**src/rtl/npc_pkg.sv**
```systemverilog
package npc_pkg;
  localparam logic [5:0] OP_SPECIAL = 6'h00;
  localparam logic [5:0] OP_JMP     = 6'h02;
  localparam logic [5:0] OP_JMPL    = 6'h03;
  localparam logic [5:0] OP_BREQ    = 6'h04;
  localparam logic [5:0] OP_BRNE    = 6'h05;
  localparam logic [5:0] FN_JREG    = 6'h08;
  localparam logic [5:0] FN_JREGL   = 6'h09;

  typedef enum logic [2:0] {
    FLOW_SEQ, FLOW_BREQ, FLOW_BRNE, FLOW_JMP, FLOW_JMPL, FLOW_JREG, FLOW_JREGL
  } flow_e;

  typedef struct packed {
    flow_e       flow;
    logic [4:0]  rd;
    logic [15:0] off;
    logic [25:0] idx;
  } dec_t;
endpackage

```
**src/rtl/npc_decode.sv**
```systemverilog
module npc_decode
  import npc_pkg::*;
(
  input  logic [31:0] instr_i,
  output dec_t        dec_o
);
  logic [5:0] op, fn;
  assign op = instr_i[31:26];
  assign fn = instr_i[5:0];

  always_comb begin
    dec_o.flow = FLOW_SEQ;
    unique case (op)
      OP_JMP:  dec_o.flow = FLOW_JMP;
      OP_JMPL: dec_o.flow = FLOW_JMPL;
      OP_BREQ: dec_o.flow = FLOW_BREQ;
      OP_BRNE: dec_o.flow = FLOW_BRNE;
      OP_SPECIAL: begin
        if (fn == FN_JREG)       dec_o.flow = FLOW_JREG;
        else if (fn == FN_JREGL) dec_o.flow = FLOW_JREGL;
      end
      default: dec_o.flow = FLOW_SEQ;
    endcase
    dec_o.rd  = instr_i[15:11];
    dec_o.off = instr_i[15:0];
    dec_o.idx = instr_i[25:0];
  end
endmodule

```
**src/rtl/npc_target.sv**
```systemverilog
module npc_target #(
  parameter int ADDR_W = 32
) (
  input  logic [ADDR_W-1:0] pc_i,
  input  logic [15:0]       off_i,
  input  logic [25:0]       idx_i,
  output logic [ADDR_W-1:0] seq_o,
  output logic [ADDR_W-1:0] br_o,
  output logic [ADDR_W-1:0] jmp_o
);
  localparam int SEXT_W   = ADDR_W - 18;
  localparam int REGION_W = ADDR_W - 28;

  logic [ADDR_W-1:0] off_ext;

  assign seq_o   = pc_i + ADDR_W'(4);
  assign off_ext = {{SEXT_W{off_i[15]}}, off_i, 2'b00};
  // branch base is the following word
  assign br_o    = seq_o + off_ext;

  generate
    if (REGION_W > 0) begin : g_region
      assign jmp_o = {pc_i[ADDR_W-1 -: REGION_W], idx_i, 2'b00};
    end else begin : g_flat
      assign jmp_o = ADDR_W'({idx_i, 2'b00});
    end
  endgenerate
endmodule

```
**src/rtl/npc_select.sv**
```systemverilog
module npc_select
  import npc_pkg::*;
#(
  parameter int         ADDR_W   = 32,
  parameter logic [4:0] LINK_REG = 5'd31
) (
  input  logic              en_i,
  input  dec_t              dec_i,
  input  logic              eq_i,
  input  logic [ADDR_W-1:0] rs_val_i,
  input  logic [ADDR_W-1:0] pc_i,
  input  logic [ADDR_W-1:0] seq_i,
  input  logic [ADDR_W-1:0] br_i,
  input  logic [ADDR_W-1:0] jmp_i,
  output logic [ADDR_W-1:0] next_o,
  output logic              link_we_o,
  output logic [4:0]        link_reg_o,
  output logic              misalign_o
);
  logic reg_jump, bad_tgt;

  assign reg_jump = (dec_i.flow == FLOW_JREG) || (dec_i.flow == FLOW_JREGL);
  assign bad_tgt  = |rs_val_i[1:0];

  always_comb begin
    next_o     = seq_i;
    link_we_o  = 1'b0;
    misalign_o = 1'b0;
    link_reg_o = (dec_i.flow == FLOW_JREGL) ? dec_i.rd : LINK_REG;
    if (!en_i) begin
      next_o = pc_i;
    end else begin
      unique case (dec_i.flow)
        FLOW_BREQ: next_o = eq_i  ? br_i : seq_i;
        FLOW_BRNE: next_o = !eq_i ? br_i : seq_i;
        FLOW_JMP:  next_o = jmp_i;
        FLOW_JMPL: begin
          next_o    = jmp_i;
          link_we_o = 1'b1;
        end
        FLOW_JREG, FLOW_JREGL: begin
          if (bad_tgt) begin
            next_o     = pc_i;
            misalign_o = 1'b1;
          end else begin
            next_o    = rs_val_i;
            link_we_o = (dec_i.flow == FLOW_JREGL);
          end
        end
        default: next_o = seq_i;
      endcase
    end
    if (!reg_jump) misalign_o = 1'b0;
  end
endmodule

```
**src/rtl/npc_unit.sv**
```systemverilog
module npc_unit
  import npc_pkg::*;
#(
  parameter int                ADDR_W    = 32,
  parameter logic [ADDR_W-1:0] RESET_VEC = '0,
  parameter logic [4:0]        LINK_REG  = 5'd31
) (
  input  logic              clk_i,
  input  logic              rst_ni,
  input  logic              en_i,
  input  logic [31:0]       instr_i,
  input  logic              rs_eq_rt_i,
  input  logic [ADDR_W-1:0] rs_val_i,
  output logic [ADDR_W-1:0] pc_o,
  output logic [ADDR_W-1:0] link_o,
  output logic              link_we_o,
  output logic [4:0]        link_reg_o,
  output logic              misalign_o
);
  dec_t              dec;
  logic [ADDR_W-1:0] pc_q, next_pc, seq_pc, br_pc, jmp_pc;

  npc_decode u_dec (
    .instr_i (instr_i),
    .dec_o   (dec)
  );

  npc_target #(.ADDR_W(ADDR_W)) u_tgt (
    .pc_i  (pc_q),
    .off_i (dec.off),
    .idx_i (dec.idx),
    .seq_o (seq_pc),
    .br_o  (br_pc),
    .jmp_o (jmp_pc)
  );

  npc_select #(.ADDR_W(ADDR_W), .LINK_REG(LINK_REG)) u_sel (
    .en_i       (en_i),
    .dec_i      (dec),
    .eq_i       (rs_eq_rt_i),
    .rs_val_i   (rs_val_i),
    .pc_i       (pc_q),
    .seq_i      (seq_pc),
    .br_i       (br_pc),
    .jmp_i      (jmp_pc),
    .next_o     (next_pc),
    .link_we_o  (link_we_o),
    .link_reg_o (link_reg_o),
    .misalign_o (misalign_o)
  );

  always_ff @(posedge clk_i or negedge rst_ni) begin
    if (!rst_ni) pc_q <= RESET_VEC;
    else         pc_q <= next_pc;
  end

  assign pc_o   = pc_q;
  assign link_o = seq_pc;
endmodule

```
**config.mk**
```make
export PLATFORM = sky130hd
export DESIGN_NAME = npc_unit
export DESIGN_NICKNAME = d
export VERILOG_FILES = /design/src/rtl/npc_pkg.sv /design/src/rtl/npc_decode.sv /design/src/rtl/npc_target.sv /design/src/rtl/npc_select.sv /design/src/rtl/npc_unit.sv
export SDC_FILE = /design/constraint.sdc
export NUM_CORES = 1
export LEC_CHECK = 0
export BUFFER_PORTS_ARGS = -buffer_cell sky130_fd_sc_hd__buf_2
export CELL_PAD_IN_SITES_DETAIL_PLACEMENT = 0
export CELL_PAD_IN_SITES_GLOBAL_PLACEMENT = 2
export CORE_AREA = 2 2 119 121
export DETAILED_ROUTE_END_ITERATION = 6
export DIE_AREA = 0 0 121 123
export GPL_ROUTABILITY_DRIVEN = 0
export GPL_TIMING_DRIVEN = 0
export PLACE_DENSITY_LB_ADDON = 0.1
export SETUP_SLACK_MARGIN = 0.15
export SLEW_MARGIN = 20
export SYNTH_ARGS = -nofsm -noshare
export SYNTH_HDL_FRONTEND = slang
export SYNTH_SLANG_ARGS = --single-unit
```
**constraint.sdc**
```tcl
create_clock -name clk_i -period 6.5 [get_ports clk_i]
set_clock_uncertainty 0.2 [all_clocks]
set_input_delay 1.3 -clock clk_i [delete_from_list [all_inputs] [get_ports clk_i]]
set_output_delay 1.3 -clock clk_i [all_outputs]
set_load 0.02 [all_outputs]
```
# --- After elaboration in Yosys (flattened, before gate mapping) ---
# Index checks and enable logic that the tools add are counted.
totals:
  register_bits: 32
  out_inout_bits: 71
  elab_cells: 40
classes:
  n_addsub: 2
  eq_ne: 13
  muxes: 15
  n_bitwise: 1
  n_reduce_logical: 7
op_table:
  columns: ["op", "n"]
  rows:
  - ["32-bit one-hot mux with 4 select lines", 1]
  - ["32-bit two-way mux", 3]
  - ["32-bit by 3-bit adder with 32-bit output, second input constant", 1]
  - ["32-bit adder", 1]
  - ["3-bit one-hot mux with 5 select lines", 1]
  - ["6-bit by 2-bit equality test with 1-bit output, second input constant", 2]
  - ["6-bit by 3-bit equality test with 1-bit output, second input constant", 2]
  - ["6-bit by 4-bit equality test with 1-bit output, second input constant", 2]
  - ["3-bit equality test, second input constant", 3]
  - ["3-bit by 2-bit equality test with 1-bit output, second input constant", 2]
  - ["6-bit logical NOT", 1]
  - ["1-bit two-way mux", 6]
  - ["3-bit two-way mux", 2]
  - ["2-bit OR reduction", 3]
  - ["5-bit two-way mux", 1]
  - ["3-bit by 1-bit equality test with 1-bit output, second input constant", 1]
  - ["3-bit AND reduction", 1]
  - ["2-bit inequality test, second input constant", 1]
  - ["1-bit one-hot mux with 2 select lines", 1]
  - ["2-bit AND reduction", 1]
  - ["1-bit logical OR", 1]
  - ["1-bit inverter", 1]

# --- Depth between registers and ports, before layout ---
# Gate-level depths: netlist of the first run.
depth:
  word_depth: 9
  ltp_mapped: 16
  ltp_nobuf: 15

# --- Cells and area by module ---
# Synthesis of the first run repeated with hierarchy kept, for this count alone.
hier_totals:
  hier_cells: 883
  hier_area_um2: 6636.4
by_module_without_submodules:
  columns: ["module", "n_inst", "cells_each", "area_each_um2", "seq_area_each_um2"]
  rows:
  - ["npc_select", 1, 456, 2992.9, 0.0]
  - ["npc_target", 1, 334, 2391.0, 0.0]
  - ["npc_unit", 1, 32, 800.8, 800.8]
  - ["npc_decode", 1, 61, 451.7, 0.0]

# --- Least setup slack after synthesis of the first run ---
# No wires, ideal clock.
synth_path:
  kind: "input port to output port"
  from: "in instr_i[29]"
  to: "out link_we_o"
  arrival_time_ps: 3161
  t_required_ps: 5000
  path_slack_ps: 1839
  path_stages: 6
  path_cell_list: "nor4_2 > and3_1 > clkbuf_1 > clkbuf_1 > nand2_1 > a211oi_1"
synth_between:
  elab_chain_cells: 6
  elab_cells_between_ends: 13
  cone_classes: "eq/ne: 7; mux: 4; reduce/logical: 2"
synth_lines:
  columns: ["element", "line", "source"]
  rows:
  - ["from (decl)", "npc_unit.sv:11", "input logic [31:0] instr_i,"]
  - ["6-bit by 3-bit equality test with 1-bit output, or another cell as far along", "npc_decode.sv:13", "unique case (op)"]
  - ["3-bit one-hot mux with 5 select lines (*)", "npc_decode.sv:13", null]
  - ["3-bit equality test, on equally long branches", "npc_select.sv:33, npc_select.sv:47", null]
  - ["1-bit two-way mux or 2-bit OR reduction (tied branches)", "npc_select.sv:42, npc_select.sv:33", null]
  - ["1-bit one-hot mux with 2 select lines (*)", "npc_select.sv:33", "unique case (dec_i.flow)"]
  - ["1-bit two-way mux (*)", "npc_select.sv:30", "if (!en_i) begin"]
  - ["to (decl)", "npc_unit.sv:16", "output logic link_we_o,"]
# Mark *: on every way between the ends. The rest lies on a longest branch, timed or not.

# --- Final worst setup path of the first run ---
layout_path:
  from: "in instr_i[29]"
  to: "out link_reg_o[0]"
layout_between:
  elab_chain_cells: 4
  elab_cells_between_ends: 8
  cone_classes: "eq/ne: 5; mux: 2; reduce/logical: 1"
layout_lines:
  columns: ["element", "line", "source"]
  rows:
  - ["6-bit by 3-bit equality test with 1-bit output, or another cell as far along", "npc_decode.sv:13", null]
  - ["3-bit one-hot mux with 5 select lines (*)", "npc_decode.sv:13", null]
  - ["3-bit equality test (*)", "npc_select.sv:29", "link_reg_o = (dec_i.flow == FLOW_JREGL) ? dec_i.rd : LINK_REG;"]
  - ["5-bit two-way mux (*)", "npc_select.sv:29", null]
  - ["to (decl)", "npc_unit.sv:17", "output logic [4:0] link_reg_o,"]
# Marks and branches as above.

==> Flow_metrics.wiki, run 1 <==
{| class="wikitable"
! Metric !! Value
|-
| Clock tree from TritonCTS || yes
|-
| Clock transition time at the flip-flop clock pins of the worst setup and hold paths || 0.05 ns
|-
| Number of setup violations in the final report || 0
|-
| Syn Std Cell Area || 4140 sq um
|-
| Switching power share of the total || 0.515
|-
| Sinks on Clock Net || 32
|-
| Number of warnings reported in the yosys synthesis log || 0
|-
| Internal Dissipation || 0.000829 W
|-
| Per-instance average area after synthesis || 7.77 sq um
|-
| Core area || 13600 sq um
|-
| Worst Hold Launch || pc_o[1]
|-
| Prevailing post-synth register cell || sky130_fd_sc_hd__dfrtp_1
|-
| Net switching power of the design || 0.000879 W
|-
| Clock network latency to the later pin of the worst-skew pair || 0.29 ns
|-
| Maximum number of pins on one net before global-route repair || 33
|-
| Height of the chip || 123 microns
|-
| WL/cell || 20.7 microns
|-
| PD cells || 329 nW/um^2
|-
| CTS root buffer || sky130_fd_sc_hd__clkbuf_16
|-
| Highest fanout seen on the critical path || 10
|-
| Synthesis-to-layout area growth || 25.1%
|-
| Mapped Nets || 637
|-
| Number of DRC markers in iteration 0 || 359
|-
| Transition time at the pin with the least slew margin || 1.19 ns
|-
| Vias post-DR || 4852
|-
| Max Cap Violations || 0
|-
| Number of buffers created by CTS || 5
|-
| Fraction of layout instances using a drive strength above 1 || 0.247
|-
| Flop pwr share || 0.199
|-
| DR DRC count || 0
|-
| Via/cell ratio || 5.67
|-
| Vias in the first global route || 4591
|-
| Async SR Flop Fraction || 1.00
|-
| Global route total overflow || 0
|-
| Count of hold-fix buffers inserted at cts || 0
|-
| Count of input and output buffers || 138
|-
| Estimated wirelength of the detail-placed design || 13.4 mm
|-
| Setup repair after global routing missed its margin || false
|-
| Global-route wire length before repair || 26.5 mm
|-
| Area after detailed placement || 5060 sq um
|-
| Number of nets with antenna violations after routing || 0
|-
| Number of non-filler instances in the completed layout || 856
|-
| Launching element type of the critical path || primary input
|-
| Combinational fraction of design power || 0.665
|-
| CP Capture Type || primary output
|-
| Cell row count || 43
|-
| Fillers || 1495
|-
| Final hold viol count || 0
|-
| Final slew viol count || 0
|-
| Leakage power of the design || 2.26 nW
|-
| Sum of routed wire length over all layers || 17.7 mm
|-
| Distinct cell type count after synthesis || 61
|-
| N_diodes || 0
|-
| Worst hold margin || 0.319 ns
|-
| Die Width || 121 microns
|-
| Tcrit/Tclk final || 0.910
|-
| Number of top-level pins || 139
|-
| Total setup buffers inserted after CTS || 0
|-
| Number of instances in the synthesized netlist || 533
|-
| Slew margin rel. || 0.199
|-
| Result of the run || complete, no violations
|-
| Final-layout setup total negative slack || 0 ns
|-
| Count of flip-flops with a built-in enable after synthesis || 0
|-
| Clock Tree Buf Depth || 2
|-
| Data required, critical path || 5.00 ns
|-
| Net count of the finished layout || 782
|-
| Beginning of the worst register-to-register path || pc_o[4]
|-
| Class of the tightest hold or removal check || reg -> reg
|-
| CTS H-Tree Depth || 2
|-
| Area of the die || 14900 sq um
|-
| Resized cells post-CTS || 0
|-
| Number of placed cells counting well taps || 851
|-
| Initial antenna violation count || 0
|-
| Timing-limited maximum frequency || 169 MHz
|-
| Seq/Total Area, Yosys || 0.193
|-
| Effective utilization at floorplan || 0.304
|-
| Part of the total power dissipated in the clock network || 0.135
|-
| Type of the setup path with the least slack || in -> out
|-
| Global-route usage over all layers || 0.237
|-
| Flip-flop count of the largest register after layout || 32
|-
| Number of detailed-routing iterations run before antenna repair || 6
|-
| Maximum ir drop on the vdd rail || 0.000102 V
|-
| Post-route cell area || 5180 sq um
|-
| Beginning of the critical path || instr_i[29]
|-
| Count of state elements after synthesis || 32
|-
| Arrival time at the worst endpoint || 4.42 ns
|-
| Final critical path time including I/O delays and setup || 5.92 ns
|}
==> path summary, 6_finish.rpt <==
check	cells past startpoint	slack, ns	endpoint
worst min-delay path	1	0.32	pc_o[1]
max in group asynchronous	1	4.55	pc_o[22]
worst max-delay path	8	0.58	link_reg_o[0]
worst max register to register	14	1.59	pc_o[30]
worst min register to register	1	0.32	pc_o[1]
min in group asynchronous	1	0.95	pc_o[1]
==> kinds of logic after synthesis <==
| group | Yosys count | share of synthesized area |
|---|---|---|
| buffers and inverters | 40 | 0.0395 |
| adder cells (fa/ha/maj) | 36 | 0.111 |
| AND/OR/NAND/NOR | 198 | 0.240 |
| AO/OA/AOI/OAI | 172 | 0.300 |
| XOR/XNOR | 54 | 0.114 |
| multiplexers | 1 | 0.00242 |
| flip-flops | 32 | 0.193 |
==> worst max-delay path, cell delays in order <==
cell,delay (ns)
sky130_fd_sc_hd__buf_2,0.11
sky130_fd_sc_hd__nor4_2,0.40
sky130_fd_sc_hd__and3_1,0.29
sky130_fd_sc_hd__clkbuf_1,0.57
sky130_fd_sc_hd__clkbuf_1,0.68
sky130_fd_sc_hd__nand2_1,0.50
sky130_fd_sc_hd__or2_2,0.41
sky130_fd_sc_hd__buf_2,0.16
==> power groups by stage <==
stage | Combinational (W) | Sequential, W | Clock [W]
finish | 0.00114 | 0.000340 | 0.000231
global route | 0.00124 | 0.000352 | 0.000246
CTS | 0.00113 | 0.000340 | 0.000242
detailed placement | 0.00112 | 0.000343 | 0
global placement | 0.00112 | 0.000341 | 0
floorplan | 0.000745 | 0.000391 | 0
==> per-stage QoR <==
stage	worst slack, ns	total power, W	utilization
2_1_floorplan	1.84	0.00114	-
3_5_place_dp	0.548	0.00147	0.372
3_3_place_gp	0.501	0.00146	0.372
5_1_grt	0.334	0.00184	0.381
6_report	0.585	0.00171	0.381
4_1_cts	0.552	0.00171	0.381
==> metal layers <==
layer,part of all wire,vias to the layer above,global-route usage
met2,0.47,196,0.403
met5,0,-,0
li1,-,2315,-
met4,0.014,0,0.0516
met3,0.067,15,0.0397
met1,0.45,2326,0.315
==> cell usage after synthesis, drive strengths merged (14+ instances only) <==
cell type,number,area share
nand2,50,0.045
nor2,44,0.040
a21oi,37,0.045
ha,35,0.11
o21ai,34,0.041
dfrtp,32,0.19
xnor2,31,0.066
xor2,23,0.049
a222oi,21,0.051
nand3,21,0.025
clkbuf,18,0.016
nor3,17,0.022
inv,15,0.014
a31oi,14,0.025
==> cell usage in the layout (no fill, tap or decap), drive strengths merged, types with 3 or more instances in the layout <==
| master | Yosys | layout |
|---|---|---|
| o21ai | 34 | 34 |
| nor3 | 17 | 17 |
| nor2b | 6 | 6 |
| dfrtp | 32 | 32 |
| o31ai | 3 | 3 |
| nand2b | 7 | 7 |
| clkbuf | 18 | 23 |
| or3 | 6 | 6 |
| nor2 | 44 | 44 |
| o221ai | 3 | 3 |
| o21a | 5 | 5 |
| or2 | 8 | 8 |
| xnor2 | 31 | 31 |
| a222oi | 21 | 21 |
| nand4 | 11 | 11 |
| and2 | 4 | 4 |
| a221oi | 6 | 6 |
| nand3 | 21 | 21 |
| a21o | 10 | 10 |
| a22o | 5 | 5 |
| a211oi | 6 | 6 |
| inv | 15 | 15 |
| a21oi | 37 | 37 |
| buf | 7 | 145 |
| ha | 35 | 35 |
| nand2 | 50 | 50 |
| and3 | 9 | 9 |
| o211ai | 5 | 5 |
| nor4 | 5 | 5 |
| and4 | 4 | 4 |
| a31oi | 14 | 14 |
| xor2 | 23 | 23 |
==> cell type report <==
| type | instances | area, sq um | area share |
|---|---|---|---|
| Buffer | 25 | 108 | 0.0208 |
| Clock buffer | 5 | 125 | 0.0241 |
| Inverter | 15 | 56.3 | 0.0109 |
| Multi-Input combinational cell | 461 | 3180 | 0.613 |
| Sequential cell | 32 | 801 | 0.154 |
| Tap cell | 180 | 225 | 0.0434 |
| Timing Repair Buffer | 138 | 691 | 0.133 |
(Power assumes the default switching activity.)
==> inputs of run 2 (changes only) <==
--- a/config.mk
+++ b/config.mk
@@ -8,9 +8,9 @@
 export BUFFER_PORTS_ARGS = -buffer_cell sky130_fd_sc_hd__buf_2
 export CELL_PAD_IN_SITES_DETAIL_PLACEMENT = 0
 export CELL_PAD_IN_SITES_GLOBAL_PLACEMENT = 2
-export CORE_AREA = 2 2 119 121
+export CORE_AREA = 2 2 121 123
 export DETAILED_ROUTE_END_ITERATION = 6
-export DIE_AREA = 0 0 121 123
+export DIE_AREA = 0 0 123 125
 export GPL_ROUTABILITY_DRIVEN = 0
 export GPL_TIMING_DRIVEN = 0
 export PLACE_DENSITY_LB_ADDON = 0.1
==> run 2 against run 1 <==
Compared with the run above:
- utilization fell by 1.4 points
- critical path depth is the same
- worst setup slack worse by 0.0030 ns
- routed wire length up 1.3%
- total power is 1.9% higher
- largest cell class unchanged
- highest routed layer unchanged
==> Flow_metrics.wiki, run 2 (same netlist as run 1, synthesis figures left out) <==
{| class="wikitable"
! Metric !! Value
|-
| Initial antenna violation count || 0 (unchanged)
|-
| Timing endpoint of the critical path || link_reg_o[1]
|-
| Fraction of layout instances using a drive strength above 1 || 0.249 (+0.00185)
|-
| Core area || 14200 sq um (+4.3%)
|-
| Result of the run || complete, no violations
|-
| Vias in the first global route || 4659 (+1.5%)
|-
| Estimated wirelength of the detail-placed design || 13.7 mm (+2.5%)
|-
| Final critical path time including I/O delays and setup || 5.92 ns (+0.00301 ns)
|-
| Arrival time at the worst endpoint || 4.42 ns (about the same)
|-
| Resized cells post-CTS || 0 (unchanged)
|-
| Number of top-level pins || 139 (unchanged)
|-
| Global-route wire length before repair || 26.9 mm (+1.3%)
|-
| Commonest cells after routing, fill and taps aside || sky130_fd_sc_hd__buf_2 (143), sky130_fd_sc_hd__nand2_1 (50), sky130_fd_sc_hd__nor2_1 (44)
|-
| Synthesis-to-layout area growth || 25.9%
|-
| Via/cell ratio || 5.56 (-1.8%)
|-
| Timing-limited maximum frequency || 169 MHz (about the same)
|-
| R2R depth || 15 (+1)
|-
| Clock transition time at the flip-flop clock pins of the worst setup and hold paths || 0.06 ns (about the same)
|-
| Commonest non-fill, non-tap cell in the layout || sky130_fd_sc_hd__buf_2
|-
| Maximum ir drop on the vdd rail || 0.0000963 V (-5.6%)
|-
| Number of nets with antenna violations after routing || 0 (unchanged)
|-
| Area of the die || 15400 sq um (+3.3%)
|-
| Class of the tightest hold or removal check || reg -> reg
|-
| Final slew viol count || 0 (unchanged)
|-
| PD cells || 334 nW/um^2 (+1.3%)
|-
| N_diodes || 0 (unchanged)
|-
| Multi-input gate area || 3180 sq um (+0.16%)
|-
| Pre-CTS setup slack || 0.583 ns (+0.0350 ns)
|-
| Setup repair after global routing missed its margin || false
|-
| Maximum number of pins on one net before global-route repair || 33 (unchanged)
|-
| Sum of routed wire length over all layers || 18.0 mm (+1.3%)
|-
| Count of input and output buffers || 138 (unchanged)
|-
| Net count of the finished layout || 782 (unchanged)
|-
| Number of detailed-routing iterations run before antenna repair || 7 (+1)
|-
| Flip-flop count of the largest register after layout || 32 (unchanged)
|-
| Vias post-DR || 4802 (-1.0%)
|-
| Final-layout setup total negative slack || 0 ns (unchanged)
|-
| DR DRC count || 0 (unchanged)
|-
| Max Cap Violations || 0 (unchanged)
|-
| CTS root buffer || sky130_fd_sc_hd__clkbuf_16
|-
| Number of DRC markers in iteration 0 || 379 (+5.6%)
|-
| Clock tree from TritonCTS || yes
|-
| Global-route usage over all layers || 0.230 (-0.00657)
|-
| Critical R2R Capture || pc_o[31]
|-
| Number of setup violations in the final report || 0 (unchanged)
|-
| Highest fanout seen on the critical path || 10 (unchanged)
|-
| Height of the chip || 125 microns (+1.6%)
|-
| Type of the setup path with the least slack || in -> out
|-
| Count of hold-fix buffers inserted at cts || 0 (unchanged)
|-
| Tcrit/Tclk final || 0.911 (about the same)
|-
| Final Util || 0.367 (-0.0137)
|-
| Transition time at the pin with the least slew margin || 0.992 ns (-0.201 ns)
|-
| Global route total overflow || 0 (unchanged)
|-
| Clock Tree Buf Depth || 2 (unchanged)
|-
| Number of buffers created by CTS || 5 (unchanged)
|-
| Effective utilization at floorplan || 0.292 (-0.0127)
|-
| Setup slack on the worst flop-to-flop path || 1.45 ns (-0.14 ns)
|-
| Beginning of the worst register-to-register path || pc_o[4]
|-
| Clock network latency to the later pin of the worst-skew pair || 0.30 ns (about the same)
|-
| CTS H-Tree Depth || 2 (unchanged)
|-
| Beginning of the critical path || instr_i[2]
|-
| Leakage power of the design || 2.27 nW (+0.44%)
|-
| Launching element type of the critical path || primary input
|-
| Die Width || 123 microns (+1.7%)
|-
| Final hold viol count || 0 (unchanged)
|-
| Fillers || 1539 (+2.9%)
|-
| Sinks on Clock Net || 32 (unchanged)
|-
| Data required, critical path || 5.00 ns (about the same)
|-
| Combined flip-flop and latch cell area || 801 sq um (unchanged)
|-
| WL/cell || 20.8 microns (+0.48%)
|-
| Cell row count || 44 (+2.3%)
|-
| Total setup buffers inserted after CTS || 0 (unchanged)
|-
| CP Capture Type || primary output
|-
| Post-route cell area || 5220 sq um (+0.60%)
|-
| Least setup slack across all paths after layout || 0.582 ns (-0.00301 ns)
|-
| Slew margin rel. || 0.334 (+0.136)
|-
| Area after detailed placement || 5070 sq um (+0.20%)
|}
## run 2: metal layers
layer  track usage  vias to the layer above  wire length [microns]
met5             0                        -                      0
met4        0.0535                        0                    286
met3        0.0333                       18                   1090
met2         0.373                      161                   8330
met1         0.322                     2290                   8270
li1              -                     2333                      -
## run 2: power breakdown
part | leakage [nW] | total (W) | internal, W | switching (W)
clock | 0.0712 | 0.000259 | 0.000153 | 0.000105
sequential | 0.377 | 0.000342 | 0.000255 | 0.0000870
combinational | 1.82 | 0.00114 | 0.000439 | 0.000701
total | 2.27 | 0.00174 | 0.000847 | 0.000894
## run 2: how the worst min path moves through the flow
stage,end,cells past startpoint,slack [ns],startpoint
after floorplan,pc_o[3],2,0.43,pc_o[3]
after global placement,pc_o[1],1,0.31,pc_o[1]
after detailed placement,pc_o[0],1,0.31,pc_o[0]
after CTS,pc_o[0],1,0.33,pc_o[0]
after global routing,pc_o[0],1,0.33,pc_o[0]
final,pc_o[0],1,0.32,pc_o[0]
## run 2: per-stage QoR
stage	total power, W	cells	hold slack [ns]
after floorplan	0.00114	533	0.426
after global placement	0.00147	855	0.306
after detailed placement	0.00148	855	0.311
after CTS	0.00175	863	0.327
after global routing	0.00187	863	0.332
final	0.00174	863	0.318
## run 2: critical path, cell delays in order
cell	delay (ns)
sky130_fd_sc_hd__buf_2	0.12
sky130_fd_sc_hd__nor3b_1	0.38
sky130_fd_sc_hd__and3_1	0.30
sky130_fd_sc_hd__clkbuf_1	0.61
sky130_fd_sc_hd__clkbuf_1	0.70
sky130_fd_sc_hd__nand2_1	0.45
sky130_fd_sc_hd__or2_2	0.40
sky130_fd_sc_hd__buf_2	0.16
## run 2: area by class of cell
cell class              instances  share of cell area
plain buffers                  25              0.0206
multi-input cells             461               0.610
flip-flops and latches         32               0.154
well taps                     184              0.0441
repair buffers                138               0.132
clock buffers                   8              0.0281
inverters                      15              0.0108
==> inputs of run 3 (changes only) <==
--- a/config.mk
+++ b/config.mk
@@ -12,7 +12,6 @@
 export DETAILED_ROUTE_END_ITERATION = 6
 export DIE_AREA = 0 0 123 125
 export GPL_ROUTABILITY_DRIVEN = 0
-export GPL_TIMING_DRIVEN = 0
 export PLACE_DENSITY_LB_ADDON = 0.1
 export SETUP_SLACK_MARGIN = 0.15
 export SLEW_MARGIN = 20
==> run 3 against run 2 <==
Compared with the run above:
- the run now ends with DRC left
- utilization shrank 0.48 points
- global-route usage shrank 1.4 points
- count of clock-buffer cells in the layout shrank 2
- via count down 1.2%
- combinational power is essentially flat
- routed wire length is 6.3% lower
- worst hold slack worse by 0.0031 ns
- sequential power is 3% higher
- total power decreased by 1.7%
- maximum frequency rose by 30%
- worst setup slack improved by 1.4 ns
- first-iteration DRC count shrank 7.1%
==> Flow_metrics.wiki, run 3 (same netlist as run 1, synthesis figures left out) <==
{| class="wikitable"
! Metric !! Value
|-
| Flip-flop count of the largest register after layout || 32 (unchanged)
|-
| Flop pwr share || 0.207 (+0.011)
|-
| Total setup buffers inserted after CTS || 0 (unchanged)
|-
| Violations in the final reports || DRC
|-
| Synthesis-to-layout area growth || 24.2%
|-
| CP Capture Type || flip-flop
|-
| Worst Hold End || pc_o[1]
|-
| Count of input and output buffers || 138 (unchanged)
|-
| Type of the setup path with the least slack || reg -> reg
|-
| Highest fanout seen on the critical path || 5 (-5)
|-
| Max Cap Violations || 0 (unchanged)
|-
| Global route total overflow || 0 (unchanged)
|-
| Net count of the finished layout || 763 (-2.4%)
|-
| Initial antenna violation count || 0 (unchanged)
|-
| Total power consumption of the routed design || 0.00171 W (-1.7%)
|-
| Part of the total power dissipated in the clock network || 0.140 (-0.009)
|-
| Core area || 14200 sq um (unchanged)
|-
| Timing-limited maximum frequency || 219 MHz (+30%)
|-
| Transition time at the pin with the least slew margin || 0.922 ns (-0.0703 ns)
|-
| Count of hold-fix buffers inserted at cts || 0 (unchanged)
|-
| DR DRC count || 4 (+4)
|-
| Combinational fraction of design power || 0.653 (-0.002)
|-
| Vias post-DR || 4743 (-1.2%)
|-
| Setup repair after global routing missed its margin || false
|-
| Fraction of layout instances using a drive strength above 1 || 0.258 (+0.00907)
|-
| Switching power share of the total || 0.516 (+0.00289)
|-
| Cell row count || 44 (unchanged)
|-
| Effective utilization at floorplan || 0.292 (unchanged)
|-
| Arrival time at the worst endpoint || 4.55 ns (+0.13 ns)
|-
| Worst Hold Launch || pc_o[1]
|-
| Commonest cells after routing, fill and taps aside || sky130_fd_sc_hd__buf_2 (138), sky130_fd_sc_hd__nand2_1 (50), sky130_fd_sc_hd__nor2_1 (44)
|-
| CTS root buffer || sky130_fd_sc_hd__clkbuf_16
|-
| Post-route cell area || 5150 sq um (-1.3%)
|-
| Vias in the first global route || 4558 (-2.2%)
|-
| Final critical path time including I/O delays and setup || 4.56 ns (-1.35 ns)
|-
| Global-route wire length before repair || 25.7 mm (-4.4%)
|-
| Leakage power of the design || 2.25 nW (-1.1%)
|-
| Sum of routed wire length over all layers || 16.9 mm (-6.3%)
|-
| Tcrit/Tclk final || 0.702 (-0.208)
|-
| Maximum ir drop on the vdd rail || 0.000101 V (+5.2%)
|-
| Final slew viol count || 0 (unchanged)
|-
| Clock network latency to the later pin of the worst-skew pair || 0.30 ns (about the same)
|-
| Number of DRC markers in iteration 0 || 352 (-7.1%)
|-
| Beginning of the critical path || pc_o[2]
|-
| Final-layout setup total negative slack || 0 ns (unchanged)
|-
| Data required, critical path || 6.48 ns (+1.48 ns)
|-
| Height of the chip || 125 microns (unchanged)
|-
| Worst-path cell with the longest stage delay || sky130_fd_sc_hd__nor3_1
|-
| Number of detailed-routing iterations run before antenna repair || 7 (unchanged)
|-
| Beginning of the worst register-to-register path || pc_o[2]
|-
| Launching element type of the critical path || flip-flop
|-
| Estimated wirelength of the detail-placed design || 12.6 mm (-8.2%)
|-
| R2R depth || 14 (-1)
|-
| Critical R2R Capture || pc_o[30]
|-
| Internal Dissipation || 0.000827 W (-2.3%)
|-
| Area after detailed placement || 5010 sq um (-1.2%)
|-
| Slew margin rel. || 0.381 (+0.0465)
|-
| Net switching power of the design || 0.000883 W (-1.1%)
|-
| Clock Tree Buf Depth || 2 (unchanged)
|-
| Clock tree from TritonCTS || yes
|-
| Critical Path, Cell by Cell || ha_1, nand3_1, nor3_1, and2_1, and4_1, xor2_1, ha_1, a21oi_1, o21bai_1, a21oi_1, mux2i_1, a221o_1, or4_1, and3_1
|-
| Class of the tightest hold or removal check || reg -> reg
|-
| Setup slack on the worst flop-to-flop path || 1.94 ns (+0.49 ns)
|-
| Number of buffers created by CTS || 5 (unchanged)
|-
| Global-route usage over all layers || 0.217 (-0.0137)
|-
| Result of the run || finished, violations left
|-
| Sinks on Clock Net || 32 (unchanged)
|-
| Number of top-level pins || 139 (unchanged)
|-
| Number of nets with antenna violations after routing || 0 (unchanged)
|-
| WL/cell || 20.0 microns (-4.1%)
|-
| Resized cells post-CTS || 0 (unchanged)
|-
| PD cells || 332 nW/um^2 (-0.40%)
|-
| Commonest non-fill, non-tap cell in the layout || sky130_fd_sc_hd__buf_2
|-
| Area of the die || 15400 sq um (unchanged)
|-
| Final hold viol count || 0 (unchanged)
|-
| Cell depth of the worst hold path || 1 (unchanged)
|-
| CTS H-Tree Depth || 2 (unchanged)
|-
| Via/cell ratio || 5.62 (+0.99%)
|-
| Number of setup violations in the final report || 0 (unchanged)
|-
| Maximum number of pins on one net before global-route repair || 33 (unchanged)
|-
| Clock transition time at the flip-flop clock pins of the worst setup and hold paths || 0.06 ns (about the same)
|-
| Die Width || 123 microns (unchanged)
|-
| Worst path max stage delay || 0.61 ns (-0.09 ns)
|}
[run 3: routing by layer]
layer | part of all wire | track usage | routed length [microns] | vias up
li1 | - | - | - | 2284
met1 | 0.47 | 0.304 | 7860 | 2269
met2 | 0.46 | 0.344 | 7670 | 168
met3 | 0.060 | 0.0392 | 1020 | 22
met4 | 0.018 | 0.0501 | 303 | 0
met5 | 0 | 0 | 0 | -
[run 3: final cells by class]
type / instances / area [sq um]
antenna: 1 / 2.50
clock buffer: 6 / 129
clock inverter: 1 / 5.00
fill: 1576 / 9050
inverter: 15 / 56.3
multi-input combinational: 461 / 3190
sequential: 32 / 801
tap: 184 / 230
timing repair buffer: 144 / 736
[run 3: worst max-delay path, delay by kind of cell, from the launching register on]
family / cells / cell delay, ns
compound gates: 4 / 0.76
xor+xnor: 1 / 0.43
fa+ha+maj: 2 / 0.57
flops: 1 / 0.41
mux: 1 / 0.14
simple gates: 6 / 1.97
[run 3: power by group through the flow]
stage	clock (W)	combinational [W]	sequential, W
after CTS	0.000249	0.00112	0.000354
after global routing	0.000256	0.00122	0.000365
final	0.000240	0.00112	0.000353
after global placement	0	0.00112	0.000356
after detailed placement	0	0.00111	0.000358
after floorplan	0	0.000745	0.000391
[run 3: metrics by stage]
step	util	instances	hold slack [ns]	worst slack, ns
after floorplan	-	533	0.426	1.84
after global placement	0.353	836	0.304	2.01
after detailed placement	0.353	836	0.304	1.96
after CTS	0.362	843	0.324	1.93
after global routing	0.362	843	0.363	1.52
final	0.362	844	0.315	1.94
[run 3: how the worst max path moves through the flow]
stage                     end  slack [ns]  depth (start not counted)
floorplan           link_we_o        1.84                          6
finish               pc_o[30]        1.94                         14
CTS                  pc_o[30]        1.93                         14
detailed placement   pc_o[30]        1.96                         14
global route         pc_o[30]        1.52                         14
global placement     pc_o[30]        2.01                         14
